==> src/rtl/hptw_pkg.sv <==
package hptw_pkg;

  typedef enum logic [2:0] {
    ST_HIT     = 3'd0,
    ST_NOMATCH = 3'd1,
    ST_PROT    = 3'd2,
    ST_NOEXEC  = 3'd3,
    ST_DSTORE  = 3'd4
  } walk_status_e;

  typedef enum logic [2:0] {
    S_IDLE, S_RD, S_WAIT, S_EVAL, S_WB, S_DONE
  } walk_state_e;

  // first-word compare mask (drops valid and group-select bits)
  localparam logic [31:0] TAG_MASK     = 32'h7FFF_FFBF;
  // second-word bits that duplicate matches must agree on
  localparam logic [31:0] AGREE_MASK   = 32'hFFFF_F07B;
  localparam logic [31:0] REF_FLAG     = 32'h0000_0100;
  localparam logic [31:0] CHG_FLAG     = 32'h0000_0080;

endpackage

==> src/rtl/hptw_segfile.sv <==
module hptw_segfile #(
  parameter int unsigned SEG_COUNT = 16,
  parameter int unsigned DATA_W    = 32,
  localparam int unsigned IDX_W    = $clog2(SEG_COUNT)
) (
  input  logic              clk,
  input  logic              rst_n,
  input  logic              wr_en,
  input  logic [IDX_W-1:0]  wr_idx,
  input  logic [DATA_W-1:0] wr_data,
  input  logic [IDX_W-1:0]  rd_idx,
  output logic [DATA_W-1:0] rd_data
);
  logic [DATA_W-1:0] regs [SEG_COUNT];

  always_ff @(posedge clk) begin
    for (int i = 0; i < SEG_COUNT; i++) begin
      if (!rst_n)
        regs[i] <= '0;
      else if (wr_en && wr_idx == IDX_W'(i))
        regs[i] <= wr_data;
    end
  end

  assign rd_data = regs[rd_idx];
endmodule

==> src/rtl/hptw_hash.sv <==
module hptw_hash (
  input  logic [23:0] vsid,
  input  logic [15:0] pgidx,
  input  logic [31:0] base,
  input  logic        ks,
  input  logic        kp,
  input  logic        user,
  output logic [31:0] pri_grp,
  output logic [31:0] sec_grp,
  output logic [31:0] tag,
  output logic        key
);
  logic [23:0] mix;
  logic [24:0] h_pri, h_sec;
  logic [31:0] size_mask, base_hi;
  logic [6:0]  unused_base;

  assign mix       = vsid ^ {8'h00, pgidx};
  assign h_pri     = {mix[18:0], 6'b0};
  assign h_sec     = ~h_pri & 25'h1FF_FFC0;
  assign size_mask = {7'd0, base[8:0], 16'hFFC0};
  assign base_hi   = {base[31:16], 16'h0000};
  assign pri_grp   = base_hi | ({7'd0, h_pri} & size_mask);
  assign sec_grp   = base_hi | ({7'd0, h_sec} & size_mask);
  assign tag       = {1'b0, vsid, 1'b0, pgidx[15:10]};
  assign key       = (kp & user) | (ks & ~user);
  assign unused_base = base[15:9];
endmodule

==> src/rtl/hptw_prot.sv <==
module hptw_prot (
  input  logic       key,
  input  logic [1:0] pp,
  output logic       can_read,
  output logic       can_write
);
  always_comb begin
    if (!key) begin
      can_read  = 1'b1;
      can_write = (pp != 2'b11);
    end else begin
      unique case (pp)
        2'b00:   begin can_read = 1'b0; can_write = 1'b0; end
        2'b10:   begin can_read = 1'b1; can_write = 1'b1; end
        default: begin can_read = 1'b1; can_write = 1'b0; end
      endcase
    end
  end
endmodule

==> src/rtl/hpt_walker.sv <==
module hpt_walker
  import hptw_pkg::*;
#(
  parameter int unsigned GROUP_ENTRIES = 8,
  parameter int unsigned SEG_COUNT     = 16,
  localparam int unsigned IDX_W        = $clog2(GROUP_ENTRIES),
  localparam int unsigned SEG_IDX_W    = $clog2(SEG_COUNT)
) (
  input  logic                 clk,
  input  logic                 rst_n,
  input  logic                 sr_we,
  input  logic [SEG_IDX_W-1:0] sr_idx,
  input  logic [31:0]          sr_wdata,
  input  logic [31:0]          tbl_base,
  input  logic                 req_valid,
  output logic                 req_ready,
  input  logic [31:0]          req_ea,
  input  logic                 req_write,
  input  logic                 req_fetch,
  input  logic                 req_user,
  output logic                 mem_valid,
  input  logic                 mem_ready,
  output logic [31:0]          mem_addr,
  output logic                 mem_we,
  output logic [31:0]          mem_wdata,
  input  logic                 mem_rvalid,
  input  logic [31:0]          mem_rdata,
  output logic                 done,
  output logic [2:0]           res_status,
  output logic [19:0]          res_rpn,
  output logic                 res_read,
  output logic                 res_write
);
  localparam logic [IDX_W-1:0] LAST_IDX = IDX_W'(GROUP_ENTRIES - 1);

  walk_state_e      state;
  logic [31:0]      seg_rd;
  logic [23:0]      vsid_q;
  logic [15:0]      pg_q;
  logic             ks_q, kp_q, user_q, wr_q;
  logic             hsel_q, word_q, found_q, bad_q;
  logic [IDX_W-1:0] idx_q, good_q;
  logic [31:0]      w0_q, keep_q, wb_q;
  logic [2:0]       st_q;
  logic [19:0]      rpn_q;
  logic             rd_q, wrp_q;
  logic [15:0]      unused_bits;

  logic [31:0] pri_grp, sec_grp, tag, grp, off;
  logic        key, can_read, can_write;
  logic        hit_now, clash, granted, usable;
  logic [31:0] upd;

  hptw_segfile #(.SEG_COUNT(SEG_COUNT), .DATA_W(32)) u_seg (
    .clk(clk), .rst_n(rst_n), .wr_en(sr_we), .wr_idx(sr_idx),
    .wr_data(sr_wdata), .rd_idx(req_ea[31 -: SEG_IDX_W]), .rd_data(seg_rd)
  );

  hptw_hash u_hash (
    .vsid(vsid_q), .pgidx(pg_q), .base(tbl_base), .ks(ks_q), .kp(kp_q),
    .user(user_q), .pri_grp(pri_grp), .sec_grp(sec_grp), .tag(tag), .key(key)
  );

  hptw_prot u_prot (
    .key(key), .pp(keep_q[1:0]), .can_read(can_read), .can_write(can_write)
  );

  assign unused_bits = {req_ea[11:0], seg_rd[27:24]};

  // entry addressing within the selected group
  assign grp = hsel_q ? sec_grp : pri_grp;
  assign off = (state == S_WB) ? ((32'(good_q) << 3) + 32'd4)
                               : ((32'(idx_q) << 3) + (word_q ? 32'd4 : 32'd0));

  assign mem_addr  = grp + off;
  assign mem_valid = (state == S_RD) || (state == S_WB);
  assign mem_we    = (state == S_WB);
  assign mem_wdata = wb_q;
  assign req_ready = (state == S_IDLE);
  assign done      = (state == S_DONE);

  // entry match and duplicate agreement, evaluated on second-word arrival
  assign hit_now = w0_q[31] && (w0_q[6] == hsel_q) && ((w0_q & TAG_MASK) == tag);
  assign clash   = hit_now && found_q && (((keep_q ^ mem_rdata) & AGREE_MASK) != 32'd0);

  // group resolution
  assign usable  = found_q && !bad_q;
  assign granted = wr_q ? can_write : can_read;
  assign upd     = keep_q | REF_FLAG |
                   ((!keep_q[7] && wr_q && granted) ? CHG_FLAG : 32'd0);

  always_ff @(posedge clk) begin
    if (!rst_n) begin
      state   <= S_IDLE;
      vsid_q  <= '0; pg_q <= '0;
      ks_q    <= 1'b0; kp_q <= 1'b0; user_q <= 1'b0; wr_q <= 1'b0;
      hsel_q  <= 1'b0; word_q <= 1'b0; found_q <= 1'b0; bad_q <= 1'b0;
      idx_q   <= '0; good_q <= '0;
      w0_q    <= '0; keep_q <= '0; wb_q <= '0;
      st_q    <= ST_HIT; rpn_q <= '0; rd_q <= 1'b0; wrp_q <= 1'b0;
    end else begin
      unique case (state)
        S_IDLE: if (req_valid) begin
          vsid_q <= seg_rd[23:0];
          pg_q   <= req_ea[27:12];
          ks_q   <= seg_rd[30];
          kp_q   <= seg_rd[29];
          user_q <= req_user;
          wr_q   <= req_write && !req_fetch;
          hsel_q <= 1'b0; idx_q <= '0; word_q <= 1'b0;
          found_q <= 1'b0; bad_q <= 1'b0;
          if (seg_rd[31] || (req_fetch && seg_rd[28])) begin
            st_q  <= seg_rd[31] ? ST_DSTORE : ST_NOEXEC;
            rpn_q <= '0; rd_q <= 1'b0; wrp_q <= 1'b0;
            state <= S_DONE;
          end else begin
            state <= S_RD;
          end
        end
        S_RD: if (mem_ready) state <= S_WAIT;
        S_WAIT: if (mem_rvalid) begin
          if (!word_q) begin
            w0_q   <= mem_rdata;
            word_q <= 1'b1;
            state  <= S_RD;
          end else begin
            word_q <= 1'b0;
            if (hit_now && !found_q) begin
              found_q <= 1'b1;
              keep_q  <= mem_rdata;
              good_q  <= idx_q;
            end
            if (clash) bad_q <= 1'b1;
            if (clash || idx_q == LAST_IDX) begin
              state <= S_EVAL;
            end else begin
              idx_q <= idx_q + 1'b1;
              state <= S_RD;
            end
          end
        end
        S_EVAL: begin
          if (usable) begin
            st_q  <= granted ? ST_HIT : ST_PROT;
            rpn_q <= keep_q[31:12];
            rd_q  <= can_read;
            wrp_q <= can_write && upd[7];
            wb_q  <= upd;
            state <= (upd != keep_q) ? S_WB : S_DONE;
          end else if (!hsel_q) begin
            hsel_q  <= 1'b1; idx_q <= '0; word_q <= 1'b0;
            found_q <= 1'b0; bad_q <= 1'b0;
            state   <= S_RD;
          end else begin
            st_q  <= ST_NOMATCH;
            rpn_q <= '0; rd_q <= 1'b0; wrp_q <= 1'b0;
            state <= S_DONE;
          end
        end
        S_WB:   if (mem_ready) state <= S_DONE;
        S_DONE: state <= S_IDLE;
        default: state <= S_IDLE;
      endcase
    end
  end

  assign res_status = st_q;
  assign res_rpn    = rpn_q;
  assign res_read   = rd_q;
  assign res_write  = wrp_q;
endmodule

==> config.mk <==
export PLATFORM = sky130hd
export DESIGN_NAME = hpt_walker
export DESIGN_NICKNAME = d
export VERILOG_FILES = /design/src/rtl/hptw_pkg.sv /design/src/rtl/hptw_segfile.sv /design/src/rtl/hptw_hash.sv /design/src/rtl/hptw_prot.sv /design/src/rtl/hpt_walker.sv
export SDC_FILE = /design/constraint.sdc
export NUM_CORES = 1
export LEC_CHECK = 0
export ABC_AREA = 0
export BUFFER_PORTS_ARGS = -buffer_cell sky130_fd_sc_hd__buf_2
export CORE_MARGIN = 5
export CORE_UTILIZATION = 29
export CTS_CLUSTER_DIAMETER = 50
export DETAILED_ROUTE_END_ITERATION = 10
export PLACE_DENSITY_LB_ADDON = 0.25
export SLEW_MARGIN = 20
export SYNTH_ARGS = -nofsm -noshare
export SYNTH_HDL_FRONTEND = slang
export SYNTH_SLANG_ARGS = --single-unit
==> constraint.sdc <==
create_clock -name clk -period 4.6 [get_ports clk]
set_input_delay 0.46 -clock clk [delete_from_list [all_inputs] [get_ports clk]]
set_output_delay 0.46 -clock clk [all_outputs]
set_load 0.01 [all_outputs]
[Word level (Yosys, flattened, before mapping)]
Memory sizes are Yosys's and may differ from the RTL's.
Index checks and enable logic that the tools add are counted.
Widths: inputs -> output; s select.
Storage, ports and cells
  register bits: 178
  bits in writable memories: 512
  input port bits: 141
  word-level logic and storage cells: 270
  memories kept: 1
Memory list
  u_seg.regs: words 16, bits a word 32, read ports 1, clocked after Yosys merged registers in 0, wr ports 16, RTL line hptw_segfile.sv:14  | logic [DATA_W-1:0] regs [SEG_COUNT];
Operators by class
  add/subtract/negate cells: 4
  equal/unequal tests: 38
  muxes and demuxes: 127
  bitwise operators: 29
  reduce and logical (&&, ||, !) cells: 51
Operators with widths (count)
  $mux 32: 17
  $mux 20: 4
  $mux 1: 72
  $or 32x32->32: 2
  $mux 3: 19
  $and 25x25->25: 2
  $pmux 20 s2: 1
  $add 32x7->32: 1
  $eq 4x4->1 const B: 8
  $ne 32x32->1: 1
  $or 32x8->32: 1
  $reduce_bool 32->1: 1
  $xor 32x32->32: 1
  $eq 30x30->1: 1
  $logic_and 1x1->1: 27
  $not 25->25: 1
  $ne 2x2->1 const B: 11
  $reduce_and 7->1: 3
  $xor 19x16->19: 1
  $or 1x1->1: 17
  $eq 4x3->1 const B: 4
  $pmux 3 s5: 1
  $reduce_and 4->1: 3
  $eq 3x3->1 const B: 3
  other kinds (30): 47

[Logic depth before layout (Yosys ltp)]
  word-level depth: 12
  mapped depth: 10
  mapped depth without buffers: 7

[By module]
A second synthesis with hierarchy kept.
Unflattened totals
  cell total of the unflattened synthesis: 2541
  area total of the unflattened synthesis: 32461.1 sq um
By module, submodules not included
  hptw_segfile: instances 1, cells an instance 1422, area an instance 22826.9 sq um, sequential area each 15374.7 sq um
  hpt_walker: instances 1, cells an instance 1004, area an instance 8818.5 sq um, sequential area each 3563.4 sq um
  hptw_hash: instances 1, cells an instance 113, area an instance 797.0 sq um, sequential area each 0.0 sq um
  hptw_prot: instances 1, cells an instance 2, area an instance 18.8 sq um, sequential area each 0.0 sq um

[Worst setup path before layout]
Ideal clock, no wire load.
  kind: input-to-reg
  from: input sr_idx[0]
  to: memory u_seg.regs[11][0] (enable)
  library setup time: 0.452 ns
  data arrival time: 2.935 ns
  data required time: 4.148 ns
  setup slack: 1.213 ns
  stages on the path: 3
  buffers on the path: 1
  path through: clkbuf_1 -> nand3_1 -> o21ai_0
RTL lines
  start: declaration: RTL line hpt_walker.sv:12  | input logic [SEG_IDX_W-1:0] sr_idx,
  end: declaration: RTL line hptw_segfile.sv:14

[Final worst setup path]
  from: register vsid_q[4]
  to: register keep_q[23]
Between the ends
  cells in the longest elaborated chain, start to end: 4
RTL lines
  start: declaration: RTL line hpt_walker.sv:38  | logic [23:0] vsid_q;
  start signal: assignment: RTL line hpt_walker.sv:104  | vsid_q <= seg_rd[23:0];
  $eq 30x30->1: RTL line hpt_walker.sv:83  | assign hit_now = w0_q[31] && (w0_q[6] == hsel_q) && ((w0_q & TAG_MASK) == tag);
  $logic_and 1x1->1: RTL line hpt_walker.sv:83
  $logic_and 1x1->1: RTL line hpt_walker.sv:128  | if (hit_now && !found_q) begin
  $reduce_and 4->1 (no line)
  end signal: assignment: RTL line hpt_walker.sv:130  | keep_q <= mem_rdata;
  end: declaration: RTL line hpt_walker.sv:43  | logic [31:0] w0_q, keep_q, wb_q;
Every way passes these cells.
A chain may end at the register's enable or synchronous reset.

==> metrics <==
Root Driver=clkbuf_16; Max-slew headroom=between 20% and 30%; Net Sw Power=3360 uW; Post-Syn Area=roughly 0.028 mm2; Yosys cell types=roughly 50; syn_area_per_cell=roughly 13 um2; Post-Route WL=84,500 um; internal power=between 10,000 and 15,000 uW; CP Data Arrival Time=between 3 and 4 ns; Synth area leader=edfxtp_1; share of layout cells above drive strength 1=24.3%; Cells after Synth=between 2,000 and 2,500; kind of critical path=reg2reg; FF/Latch Area=between 0.015 and 0.02 mm2; 1st-pass router iterations=5; setup repair bufs after CTS=0; post-route ant nets=0; DR DRC count=0; Layout area overhead=19.2%; Pwr Density=around 430 mW/mm2; buffer levels on the longest clock path=3; top cells by count, synth=and2_1 (452), edfxtp_1 (448), nand2_1 (230); Post-synth ARST share=0%; Worst Setup End Kind=flop; Inst Count DP=3,412; Setup TNS=0 ns; Seq cells post-synth=626; maximum VDD drop=approximately 0.26 mV; WL/cell=23.7 um; max-slew violation count=0; PortBufs=between 150 and 200; synthesis warning total=0; DR vias/cell=4.84; worst hold path class=in2reg; Synth Flop Type=edfxtp_1; initial drt markers=~1,400; worst slew pin tran=approximately 1.2 ns; Fin. Hold Viols=0; Seq/Total Area, Yosys=roughly 62%; r2r worst-path depth=7; post-cts resize count=0; Sw Ratio=approximately a quarter; status=finished clean; GPL Wtd Cong=0.762; core region area=approximately 0.095 mm2; clock latency on the worst-skew pair=slightly above 0.6 ns; via count=about 17,000; H-Tree Depth=3; # setup viols final=0; chip height=318 um; combinational share of power=under 10%; RSZ-0062 raised after global routing=false; r2r endpoint=keep_q[23]; Site Rows=113; number of synthesized flops with an enable pin=roughly 450; DP Wirelength=a little over 50,000 um; Worst Path Max Fanout=33; clock skew=approximately 0.016 ns; top-area cell type share of the netlist area=about half; CTS tree=built; CP startpoint=vsid_q[4]; Layout fillers=about 9,300; clock network power share=around 46%; leakage=0.0118 uW; Clock transition at path regs=0.06 ns; grt total ovfl=0; max cap viols=0; fin nets=approximately 2,400; CTS Hold Bufs=0; largest net degree at the start of global routing=approximately 90; setup slack on the worst flop-to-flop path=about 1.8 ns; Multi-input gate area=between 0.01 and 0.015 mm2; die width=318 um; Final Cycle Share=approximately 62%; Tmin final=2.85 ns; DIE AREA=just over 0.1 mm2; first-pass GRT wire length=around 120,000 um; IO Count=around 230; Final Core Density=approximately a third; vias in the first global route=about 18,000; WP data required=5.07 ns; type of origin of the critical path=flop; starting density of the core=29.1%; Total GRT Usage=around 16%; fmax=between 0.3 and 0.4 GHz; initial antenna violation count=9; clk sinks=626; count leader, synth=and2_1; CP endpoint=keep_q[23]; Sequential Power Share=between 40% and 50%; final cell count without fillers=3,562; ranking of synthesized cells by area=edfxtp_1 (49%), dfxtp_1 (13%), mux4_2 (11%); Reg2Reg Launch Point=vsid_q[4]; CTS Buf Count=80
## power by group through the flow
stage	clock (uW)	combinational, uW	sequential [uW]
after floorplan	0	712	6530
after global placement	0	1160	6550
after detailed placement	0	1170	6570
after CTS	6690	1170	6450
after global routing	6930	1240	6470
final	6550	1160	6450
## worst max-delay path: stages (launching register included)
cell and delay (ns):
dfxtp_1 0.47, xnor2_1 0.16, nand4_1 0.14, nor4_1 0.87, nand4b_1 0.35, buf_4 0.41
mux2i_1 0.23, nor2_1 0.05
## state kept, by name, summed over array words and instances, names as in the netlist, 3 cells and up
signal and cells:
state 3, mem_wdata 32, good_q 3, u_seg.regs 448, vsid_q 24, res_status 3, keep_q 32, res_rpn 20
w0_q 32, idx_q 3, pg_q 16
## placed cells by master, fill, tap and decap left out, types with 9 or more instances in the layout
cell type	n
nand2_1	229
a21o_1	9
nand4_1	12
clkbuf_16	83
nor2_2	16
bufinv_16	10
clkinv_2	10
buf_2	192
xor2_1	15
o21ai_4	15
dfxtp_1	178
clkinvlp_4	10
a21oi_1	115
mux2i_1	43
nor2_1	56
and2_1	451
edfxtp_1	448
buf_4	47
a22o_1	22
mux4_2	136
xnor2_1	78
clkbuf_1	9
## cell families (layout without fill, tap and decap cells)
group                    Yosys count  count (layout)  synth area share, %
buffers and inverters            162             391                 2.52
AND/OR/NAND/NOR                  811             811                 15.7
AO/OA/AOI/OAI                    184             184                 3.93
XOR/XNOR                          93              93                 2.96
other                              1               6               0.0136
multiplexers                     184             184                 12.9
flip-flops                       626             626                 61.9
adder cells (fa/ha/maj)            2               2               0.0910
## area by class of cell
class	count	area share [%]
Sequential cell	626	51.9
Tap cell	1265	4.83
Inverter	4	0.0610
Clock buffer	99	6.73
Timing Repair Buffer	241	4.10
Multi-Input combinational cell	1276	30.6
Clock inverter	47	1.77
Antenna cell	4	0.0305
## how the worst min path moves through the flow
stage / to / slack [ns] / from / depth (start not counted)
6_report: pg_q[5] / 0.09 / req_ea[17] / 3
5_1_grt: pg_q[5] / 0.07 / req_ea[17] / 3
4_1_cts: pg_q[0] / 0.05 / req_ea[12] / 3
3_5_place_dp: mem_wdata[11] / 0.44 / keep_q[11] / 2
3_3_place_gp: mem_wdata[19] / 0.44 / mem_wdata[19] / 2
2_1_floorplan: mem_wdata[10] / 0.43 / keep_q[10] / 2
## metrics by stage
stage / total power, uW / hold WS [ns] / cell area, um2 / setup WS [ns]
2_1_floorplan: 7240 / 0.432 / 27500 / 1.21
3_3_place_gp: 7710 / 0.441 / 30000 / 1.19
3_5_place_dp: 7740 / 0.445 / 30000 / 1.16
4_1_cts: 14300 / 0.0544 / 32800 / 1.73
5_1_grt: 14700 / 0.0698 / 32800 / 1.61
6_report: 14200 / 0.0917 / 32800 / 1.75
## metal layers
metal  global-route usage (%)  vias to the layer above  part of all wire (%)
li1                         -                     7696                     -
met1                     22.2                     8793                    43
met2                     26.8                      629                    47
met3                     3.79                      126                   7.4
met4                     3.42                        2                   2.0
met5                        0                        -                 0.019
Power figures use the tool's default switching activity.
